`src/rtl/tmds_phy_seq_pkg.sv`:
```
package tmds_phy_seq_pkg;

    localparam int NUM_WRITES = 9;

    localparam int unsigned BAND0_MAX_KHZ = 45250;
    localparam int unsigned BAND1_MAX_KHZ = 92500;
    localparam int unsigned BAND2_MAX_KHZ = 185000;
    localparam int unsigned CURR_A_MAX_KHZ = 58400;
    localparam int unsigned CURR_B_MAX_KHZ = 74250;
    localparam int unsigned CURR_C_MAX_KHZ = 118800;
    localparam int unsigned RATE_MAX_KHZ = 216000;
    localparam int unsigned FAST_MIN_KHZ = 148500;

    localparam logic [7:0] RA_CPUMP = 8'h06;
    localparam logic [7:0] RA_GAIN  = 8'h15;
    localparam logic [7:0] RA_CURR  = 8'h10;
    localparam logic [7:0] RA_PLLBY = 8'h13;
    localparam logic [7:0] RA_FBMODE = 8'h17;
    localparam logic [7:0] RA_TERM  = 8'h19;
    localparam logic [7:0] RA_CKCAL = 8'h05;
    localparam logic [7:0] RA_SYMCTL = 8'h09;
    localparam logic [7:0] RA_VLEVEL = 8'h0E;

    typedef struct packed {
        logic [1:0] band;
        logic       curr_alt;
        logic       fast;
        logic       unsupported;
    } rate_cfg_t;

    typedef struct packed {
        logic [7:0]  addr;
        logic [15:0] data;
    } mgmt_word_t;

    typedef enum logic [1:0] {E_IDLE, E_CLR, E_STROBE, E_WAIT} eng_state_t;

    typedef enum logic [3:0] {
        S_IDLE, S_PREP, S_WR_GO, S_WR_WAIT, S_PWR, S_TMDS_OFF,
        S_TMDS_ON, S_TX_ON, S_PDDQ_OFF, S_LOCK
    } seq_state_t;

    function automatic rate_cfg_t classify_rate(input int unsigned khz);
        rate_cfg_t c;
        if (khz <= BAND0_MAX_KHZ)      c.band = 2'd0;
        else if (khz <= BAND1_MAX_KHZ) c.band = 2'd1;
        else if (khz <= BAND2_MAX_KHZ) c.band = 2'd2;
        else                           c.band = 2'd3;
        c.curr_alt = ((khz > CURR_A_MAX_KHZ) && (khz <= CURR_B_MAX_KHZ)) ||
                     (khz > CURR_C_MAX_KHZ);
        c.fast        = khz > FAST_MIN_KHZ;
        c.unsupported = khz > RATE_MAX_KHZ;
        return c;
    endfunction

    function automatic mgmt_word_t step_word(input logic [3:0] idx, input rate_cfg_t c);
        mgmt_word_t w;
        logic [4:0] lvl;
        lvl = c.fast ? 5'd9 : 5'd13;
        case (idx)
            4'd0:    w = '{RA_CPUMP,  16'h0100 | {14'd0, c.band}};
            4'd1:    w = '{RA_GAIN,   16'h0200 | {14'd0, c.band}};
            4'd2:    w = '{RA_CURR,   c.curr_alt ? 16'h06DC : 16'h091C};
            4'd3:    w = '{RA_PLLBY,  16'h0000};
            4'd4:    w = '{RA_FBMODE, 16'h0008};
            4'd5:    w = '{RA_TERM,   16'h0004};
            4'd6:    w = '{RA_CKCAL,  16'h8000};
            4'd7:    w = '{RA_SYMCTL, c.fast ? 16'h800A : 16'h8009};
            default: w = '{RA_VLEVEL, {6'd0, lvl, lvl}};
        endcase
        return w;
    endfunction

endpackage

```
`src/rtl/ms_ticker.sv`:
```
module ms_ticker #(
    parameter int TICK_DIV = 100000
) (
    input  logic clk,
    input  logic rst,
    input  logic clr,
    output logic tick
);
    localparam int CW = (TICK_DIV > 1) ? $clog2(TICK_DIV) : 1;

    logic [CW-1:0] cnt;

    assign tick = (cnt == CW'(TICK_DIV - 1));

    always_ff @(posedge clk) begin
        if (rst || clr)  cnt <= '0;
        else if (tick)   cnt <= '0;
        else             cnt <= cnt + 1'b1;
    end
endmodule

```
`src/rtl/mgmt_write_engine.sv`:
```
module mgmt_write_engine
    import tmds_phy_seq_pkg::*;
#(
    parameter int TMO_MS = 1000
) (
    input  logic       clk,
    input  logic       rst,
    input  logic       go,
    input  mgmt_word_t word_in,
    input  logic       tick,
    input  logic       done_in,
    input  logic       err_in,
    output logic       mb_clr,
    output logic       mb_wr,
    output mgmt_word_t word_out,
    output logic       tick_clr,
    output logic       ack
);
    localparam int CW = $clog2(TMO_MS + 1);

    eng_state_t    st;
    logic [CW-1:0] cnt;

    assign mb_clr   = (st == E_CLR);
    assign mb_wr    = (st == E_STROBE);
    assign tick_clr = (st == E_STROBE);

    always_ff @(posedge clk) begin
        if (rst) begin
            st       <= E_IDLE;
            word_out <= '0;
            cnt      <= '0;
            ack      <= 1'b0;
        end else begin
            ack <= 1'b0;
            case (st)
                E_IDLE: if (go) begin
                    word_out <= word_in;
                    st       <= E_CLR;
                end
                E_CLR:    st <= E_STROBE;
                E_STROBE: begin
                    cnt <= '0;
                    st  <= E_WAIT;
                end
                default: begin
                    if (done_in || err_in) begin
                        ack <= 1'b1;
                        st  <= E_IDLE;
                    end else if (tick) begin
                        if (cnt == CW'(TMO_MS - 1)) begin
                            ack <= 1'b1;
                            st  <= E_IDLE;
                        end else begin
                            cnt <= cnt + 1'b1;
                        end
                    end
                end
            endcase
        end
    end
endmodule

```
`src/rtl/tmds_phy_bringup.sv`:
```
module tmds_phy_bringup
    import tmds_phy_seq_pkg::*;
#(
    parameter int PCLK_W          = 20,
    parameter int TICK_DIV        = 100000,
    parameter int WR_TIMEOUT_MS   = 1000,
    parameter int LOCK_TIMEOUT_MS = 4,
    parameter int PASSES          = 2
) (
    input  logic              clk,
    input  logic              rst,
    input  logic              start,
    input  logic [PCLK_W-1:0] pclk_khz,
    input  logic              mb_done,
    input  logic              mb_err,
    input  logic              pll_lock,
    output logic              mb_clr,
    output logic              mb_wr,
    output logic [7:0]        mb_addr,
    output logic [7:0]        mb_data_hi,
    output logic [7:0]        mb_data_lo,
    output logic              phy_pwr_en,
    output logic              tmds_en,
    output logic              tx_pwr_on,
    output logic              pddq,
    output logic              phy_rst,
    output logic              aux_rst,
    output logic              busy,
    output logic              success,
    output logic              failure
);
    localparam int LW = $clog2(LOCK_TIMEOUT_MS + 1);
    localparam int PW = $clog2(PASSES + 1);

    seq_state_t    state;
    rate_cfg_t     cfg;
    rate_cfg_t     cfg_next;
    logic [3:0]    widx;
    logic [LW-1:0] lcnt;
    logic [PW-1:0] pass;
    logic          tick;
    logic          eng_tick_clr;
    logic          wr_ack;
    mgmt_word_t    cur_word;
    mgmt_word_t    bus_word;

    assign cfg_next = classify_rate(32'(pclk_khz));
    assign cur_word = step_word(widx, cfg);

    ms_ticker #(.TICK_DIV(TICK_DIV)) ticker_i (
        .clk  (clk),
        .rst  (rst),
        .clr  (eng_tick_clr || (state == S_PDDQ_OFF)),
        .tick (tick)
    );

    mgmt_write_engine #(.TMO_MS(WR_TIMEOUT_MS)) engine_i (
        .clk      (clk),
        .rst      (rst),
        .go       (state == S_WR_GO),
        .word_in  (cur_word),
        .tick     (tick),
        .done_in  (mb_done),
        .err_in   (mb_err),
        .mb_clr   (mb_clr),
        .mb_wr    (mb_wr),
        .word_out (bus_word),
        .tick_clr (eng_tick_clr),
        .ack      (wr_ack)
    );

    assign mb_addr    = bus_word.addr;
    assign mb_data_hi = bus_word.data[15:8];
    assign mb_data_lo = bus_word.data[7:0];

    always_ff @(posedge clk) begin
        if (rst) begin
            state      <= S_IDLE;
            cfg        <= '0;
            widx       <= '0;
            lcnt       <= '0;
            pass       <= '0;
            phy_pwr_en <= 1'b0;
            tmds_en    <= 1'b0;
            tx_pwr_on  <= 1'b0;
            pddq       <= 1'b1;
            phy_rst    <= 1'b0;
            aux_rst    <= 1'b0;
            busy       <= 1'b0;
            success    <= 1'b0;
            failure    <= 1'b0;
        end else begin
            phy_rst <= 1'b0;
            case (state)
                S_IDLE: if (start) begin
                    success <= 1'b0;
                    failure <= 1'b0;
                    if (cfg_next.unsupported) begin
                        failure <= 1'b1;
                    end else begin
                        busy  <= 1'b1;
                        cfg   <= cfg_next;
                        pass  <= '0;
                        state <= S_PREP;
                    end
                end
                S_PREP: begin
                    phy_pwr_en <= 1'b0;
                    tmds_en    <= 1'b0;
                    tx_pwr_on  <= 1'b0;
                    pddq       <= 1'b1;
                    phy_rst    <= 1'b1;
                    aux_rst    <= 1'b1;
                    widx       <= '0;
                    state      <= S_WR_GO;
                end
                S_WR_GO: state <= S_WR_WAIT;
                S_WR_WAIT: if (wr_ack) begin
                    if (widx == 4'(NUM_WRITES - 1)) begin
                        state <= S_PWR;
                    end else begin
                        widx  <= widx + 1'b1;
                        state <= S_WR_GO;
                    end
                end
                S_PWR: begin
                    phy_pwr_en <= 1'b1;
                    state      <= S_TMDS_OFF;
                end
                S_TMDS_OFF: begin
                    tmds_en <= 1'b0;
                    state   <= S_TMDS_ON;
                end
                S_TMDS_ON: begin
                    tmds_en <= 1'b1;
                    state   <= S_TX_ON;
                end
                S_TX_ON: begin
                    tx_pwr_on <= 1'b1;
                    state     <= S_PDDQ_OFF;
                end
                S_PDDQ_OFF: begin
                    pddq  <= 1'b0;
                    lcnt  <= '0;
                    state <= S_LOCK;
                end
                S_LOCK: begin
                    if (pll_lock) begin
                        if (pass == PW'(PASSES - 1)) begin
                            success <= 1'b1;
                            busy    <= 1'b0;
                            state   <= S_IDLE;
                        end else begin
                            pass  <= pass + 1'b1;
                            state <= S_PREP;
                        end
                    end else if (tick) begin
                        if (lcnt == LW'(LOCK_TIMEOUT_MS - 1)) begin
                            failure <= 1'b1;
                            busy    <= 1'b0;
                            state   <= S_IDLE;
                        end else begin
                            lcnt <= lcnt + 1'b1;
                        end
                    end
                end
                default: state <= S_IDLE;
            endcase
        end
    end
endmodule

```
`config.mk`:
```
export PLATFORM = sky130hd
export DESIGN_NAME = tmds_phy_bringup
export DESIGN_NICKNAME = d
export VERILOG_FILES = /design/src/rtl/tmds_phy_seq_pkg.sv /design/src/rtl/ms_ticker.sv /design/src/rtl/mgmt_write_engine.sv /design/src/rtl/tmds_phy_bringup.sv
export SDC_FILE = /design/constraint.sdc
export NUM_CORES = 1
export LEC_CHECK = 0
export ABC_AREA = 1
export BUFFER_PORTS_ARGS = -buffer_cell sky130_fd_sc_hd__buf_2
export CORE_UTILIZATION = 25
export DETAILED_ROUTE_END_ITERATION = 8
export SLEW_MARGIN = 10
export SYNTH_ARGS = -nofsm -noshare
export SYNTH_HDL_FRONTEND = slang
export SYNTH_HIERARCHICAL = 1
export SYNTH_SLANG_ARGS = --single-unit
```
`constraint.sdc`:
```
create_clock -name clk -period 5.15 [get_ports clk]
set_clock_uncertainty 0.1 [all_clocks]
set_input_delay 0.2575 -clock clk [delete_from_list [all_inputs] [get_ports clk]]
set_output_delay 0.2575 -clock clk [all_outputs]
set_load 0.05 [all_outputs]
```
# Word level (Yosys, flattened, before mapping)
# Cells that the tools add are included.
# op_classes
addsub	5
order_cmp	8
eq_ne	40
mux	62
bitwise_logic	2
n_reduce_logical	33
# ops
op	n
one-hot mux 21 bit (8 select lines)	1
greater-than comparator 20 x 18 -> 1 bit, second input constant	2
less-or-equal comparator 20 x 17 -> 1 bit, second input constant	2
one-hot mux 4 bit (10 select lines)	1
== test 4 x 3 -> 1 bit, second input constant	8
two-way mux 4 bit	8
two-way mux 10 bit	3
two-way mux 2 bit	11
inequality test 2 bit, second input constant	11
greater-than comparator 20 x 16 -> 1 bit, second input constant	1
greater-than comparator 20 x 17 -> 1 bit, second input constant	1
less-or-equal comparator 20 x 16 -> 1 bit, second input constant	1
less-or-equal comparator 20 x 18 -> 1 bit, second input constant	1
two-way mux 1 bit	20
one-hot mux 10 bit (2 select lines)	1
adder 17 x 1 -> 17 bit, second input constant	1
== test 17 bit, second input constant	1
== test 4 x 2 -> 1 bit, second input constant	4
nonzero test 2 bit	8
two-way mux 3 bit	5
AND reduction 5 bit	3
one-hot mux 1 bit (2 select lines)	7
== test 4 bit, second input constant	3
two-way mux 12 bit	1
28 further kinds	45
# totals
reg_bits	80
inputBits	26
output_inout_bits	35
wordCells	172

# Longest topological paths before layout
# depth
word_depth	5
mapped_depth	14
mapped_depth_nobuf	13

# By module
# Netlist, hierarchy kept.
# by_module_without_submodules
module	instances	cells_per_inst	area_each_um2	seq_area_each_um2
tmds_phy_bringup	1	412	2357.3	520.5
mgmt_write_engine	1	242	1722.9	740.7
ms_ticker	1	140	948.4	340.3

# Worst setup path after synthesis
# No wires, ideal clock.
# synth_path
path_type	register to register
start	reg ticker_i.cnt[0]
end	reg engine_i.cnt[4]
setup_time_ns	0.064
arrival_time_ns	1.811
required_time_ns	4.986
setup_slack_ns	3.175
stages_incl_launch_ff	15
n_path_buf	1
cell_sequence	dfxtp_1 ha_1 nand2_1 nor2_4 nand3_2 inv_1 inv_1 nor3_1 nand2_2 nand2_4 nand2_4 buf_8 o21bai_1 inv_1 nor2_1
# synth_between
elab_chain_len	3
# synth_lines
item	line	source
from (decl)	ms_ticker.sv:11	logic [CW-1:0] cnt;
from (signal assigned)	ms_ticker.sv:18	else cnt <= cnt + 1'b1;
== test 17 bit	ms_ticker.sv:13	assign tick = (cnt == CW'(TICK_DIV - 1));
via tick	tmds_phy_bringup.sv:41	logic tick;
nonzero test 2 bit (no source line)	-	
AND reduction 4 bit (no source line)	-	
to (signal assigned)	mgmt_write_engine.sv:55	cnt <= cnt + 1'b1;
to (decl)	mgmt_write_engine.sv:22	logic [CW-1:0] cnt;
# The timed path passes the listed nets, and every way through them passes these cells.
# A chain may end at the register's enable or synchronous reset.

# Final worst setup path
# layout_path
start	reg ticker_i.cnt[0]
end	reg engine_i.cnt[3]
# The elaborated chain is that of the path after synthesis.

==> results.py <==
metrics = {
    "flow_run": {
        "cap_viol_max_count": 0,
    },
    "power": {
        "netSwitchingFraction_pct": 35.3,
        "clockPowerShare_pct": 37.7,
        "p_per_area_mw_per_mm2": 338,
        "p_sw_uw": 710,
        "p_leak_uw": 0.00253,
        "ir_worst_vdd_mv": 0.184,
        "seqPwrFrac_pct": 35.2,
        "p_comb_share_pct": 27.1,
        "internal_power_uw": 1300,
    },
    "placed_design": {
        "hpwl_mm": 9.85,
        "gp_congestion": 0.912,
        "numPortBuffers": 60,
        "pre_cts_slack_ns": 2.94,
        "post_dp_cell_area_sq_mm": 0.00558,
    },
    "clock_network": {
        "htree_levels": 3,
        "clk_pin_slew_ns": 0.07,
        "clk_latency_ns": 0.34,
        "cts_tree": "done",
        "cts_hold_buf": 0,
        "cts_setup_buffers": 0,
        "numCtsBuffers": 9,
        "cts.sinks": 80,
        "cts_root_buffer": "clkbuf_16",
        "cts_resized": 0,
        "ctsLongestPathBuffers": 2,
    },
    "timing": {
        "clock.fmax_mhz": 451,
        "tightest_slew_ns": 0.905,
        "period_minus_slack_ns": 2.22,
        "rsz0062_at_grt": "no",
        "min_period_over_period_pct": 43.0,
        "drv_slew": 0,
        "finalWorstSetupSlack_ns": 2.93,
        "relSlewSlack_pct": 39.6,
        "final_hold_viol_count": 0,
        "setup_tns_ns": 0,
        "final-setup-viol-count": 0,
        "whs_ns": 0.163,
    },
    "global_routing": {
        "antenna_found_initial": 1,
        "gr-total-overflow": 0,
        "track_usage_pct": 13.2,
        "grt_pass1_wl_mm": 21.9,
        "grt_pass1_vias": 4611,
        "grt_max_degree": 35,
    },
    "setup_path": {
        "crit_path_start_kind": "flop",
        "crit_buf_inv": 3,
        "r2r-end": "engine_i/cnt[3]",
        "cp-endpoint": "engine_i/cnt[3]",
        "required_ns": 5.33,
        "slowest_stage": "dfxtp_1",
        "cp_top_family": "simple AND/OR/NAND/NOR gates",
        "startpoint": "ticker_i/cnt[0]",
        "worstPathCellList": "ha_1 > nand2_1 > nor2_4 > nand3_2 > inv_1 > inv_1 > nor3_1 > nand2_2 > nand2_4 > nand2_4 > o21ai_0 > inv_1 > nor2_1",
        "crit_cells": 13,
        "path_max_fanout": 11,
        "reg2reg_depth": 13,
        "r2r_setup_slack_ns": 2.93,
        "slowest_delay_ns": 0.39,
        "worstPathArrival_ns": 2.40,
        "rr_startpoint": "ticker_i/cnt[0]",
        "cp_common_cell": "inv_1",
        "end_kind": "flop",
        "worst-setup-path-type": "flop to flop",
    },
    "cells_and_area": {
        "final_area_sq_mm": 0.00594,
        "drive_gt1_share_pct": 15.9,
        "final_common_cell": "nor2_1",
        "synthToLayoutAreaGrowth_pct": 18.0,
        "nets": 894,
        "fill_cells": 2232,
        "final_cell_mix": "nor2_1 (163), nand2_1 (157), inv_1 (99), dfxtp_1 (80)",
    },
    "drt": {
        "drt_pass1_iterations": 5,
        "highest_layer": "met4",
        "viasPerCell": 4.43,
        "wl_met1_mm": 6.13,
        "routed_wl_mm": 12.9,
        "wl_met2_mm": 5.86,
        "drt_iter0_drc": 209,
        "antenna_left": 0,
        "wl_per_cell_um": 11.4,
        "num_vias": 4984,
        "wl_met3_um": 662,
        "drc_errors": 0,
    },
    "die": {
        "start_util_pct": 25.7,
        "die_area_sq_mm": 0.0207,
        "fp-row-count": 51,
        "die_w_um": 144,
        "ios": 61,
        "coreArea_sq_mm": 0.0196,
        "die_h_um": 144,
    },
    "logic_synthesis": {
        "yosys_warnings": 6,
        "syn_area_sq_mm": 0.00503,
        "ys_seq_area_share_pct": 31.8,
        "ys_async_sr_fraction_pct": 0,
        "synth_edf_count": 0,
        "postSynthCellCount": 794,
        "synth_ff_type": "dfxtp_1",
        "synth.distinct_cells": 43,
        "syn_avg_cell_area_sq_um": 6.33,
        "ys_ff_latch": 80,
    },
    "min_path": {
        "min_path_type": "input port to flop",
        "min_path_cells": 3,
    },
    "run_status": {
        "status": "finished, final reports clean",
    },
}
-- worst register-to-register path, stage by stage (launching register included) --
cell and delay (ns):
dfxtp_1 0.39, ha_1 0.22, nand2_1 0.10, nor2_4 0.14, nand3_2 0.12, inv_1 0.15
inv_1 0.08, nor3_1 0.18, nand2_2 0.09, nand2_4 0.13, nand2_4 0.12, o21ai_0 0.20
inv_1 0.05, nor2_1 0.07
-- Yosys cell counts, types with 7 or more instances --
master     n  area [sq um]
a21oi_1   32           160
dfxtp_1   80          1600
ha_1      13           163
inv_1     99           372
nand2_1  157           589
nand2_2   12          75.1
nand3_1   60           300
nand4_1   25           156
nor2_1   163           612
nor2_2    21           131
nor3_1    13          65.1
o21ai_0   42           210
o21ai_1    7          35.0
-- metal layers --
layer | up-vias | track usage (%)
li1 | 2660 | -
met1 | 2204 | 17.0
met2 | 104 | 21.7
met3 | 16 | 2.90
met4 | 0 | 4.76
met5 | - | 0
-- cell families after synthesis --
family,after synthesis,synth area share (%)
AOI/OAI and AO/OA,98,10.8
xor gates and xnor gates,5,0.871
adders and majority gates,13,3.23
buffers and inverters,121,9.90
DFF,80,31.8
other,1,0.0746
and+or+nand+nor,476,43.3
-- power groups by stage --
stage	clock network [uW]	logic (uW)	registers (uW)
floorplan	0	392	765
global placement	0	546	718
detailed placement	0	543	719
CTS	780	546	706
global route	811	619	712
finish	758	544	707
-- cell type report --
class	count	area (sq um)	area share [%]
clock inverter	7	125	2.11
inverter	105	394	6.64
timing repair buffer	61	308	5.19
multi-input combinational	598	2950	49.7
antenna	1	2.50	0.0422
sequential	80	1600	27.0
tap	265	332	5.59
clock buffer	9	225	3.79
-- flip-flops by register name (all words and copies together) (netlist names), 2 cells and up --
name,count
engine_i/st,2
lcnt,3
state,4
cfg,4
ticker_i/cnt,17
engine_i/cnt,10
engine_i/word_out,24
pass,2
widx,4
-- per-stage QoR --
stage	instances	power (uW)	utilization, %
global placement	1109	1260	28.5
finish	1126	2010	30.3
detailed placement	1109	1260	28.5
global route	1125	2140	30.3
floorplan	799	1160	-
CTS	1125	2030	30.3
-- worst min-delay path by stage --
stage	from	endpoint	slack, ns
after global routing	pll_lock	success	0.16
after detailed placement	success	success	0.35
after CTS	pll_lock	success	0.16
after global placement	tx_pwr_on	tx_pwr_on	0.34
final	pll_lock	success	0.16
after floorplan	rst	engine_i/cnt[0]	0.23
Note: power is estimated with default switching activity, not from simulation.
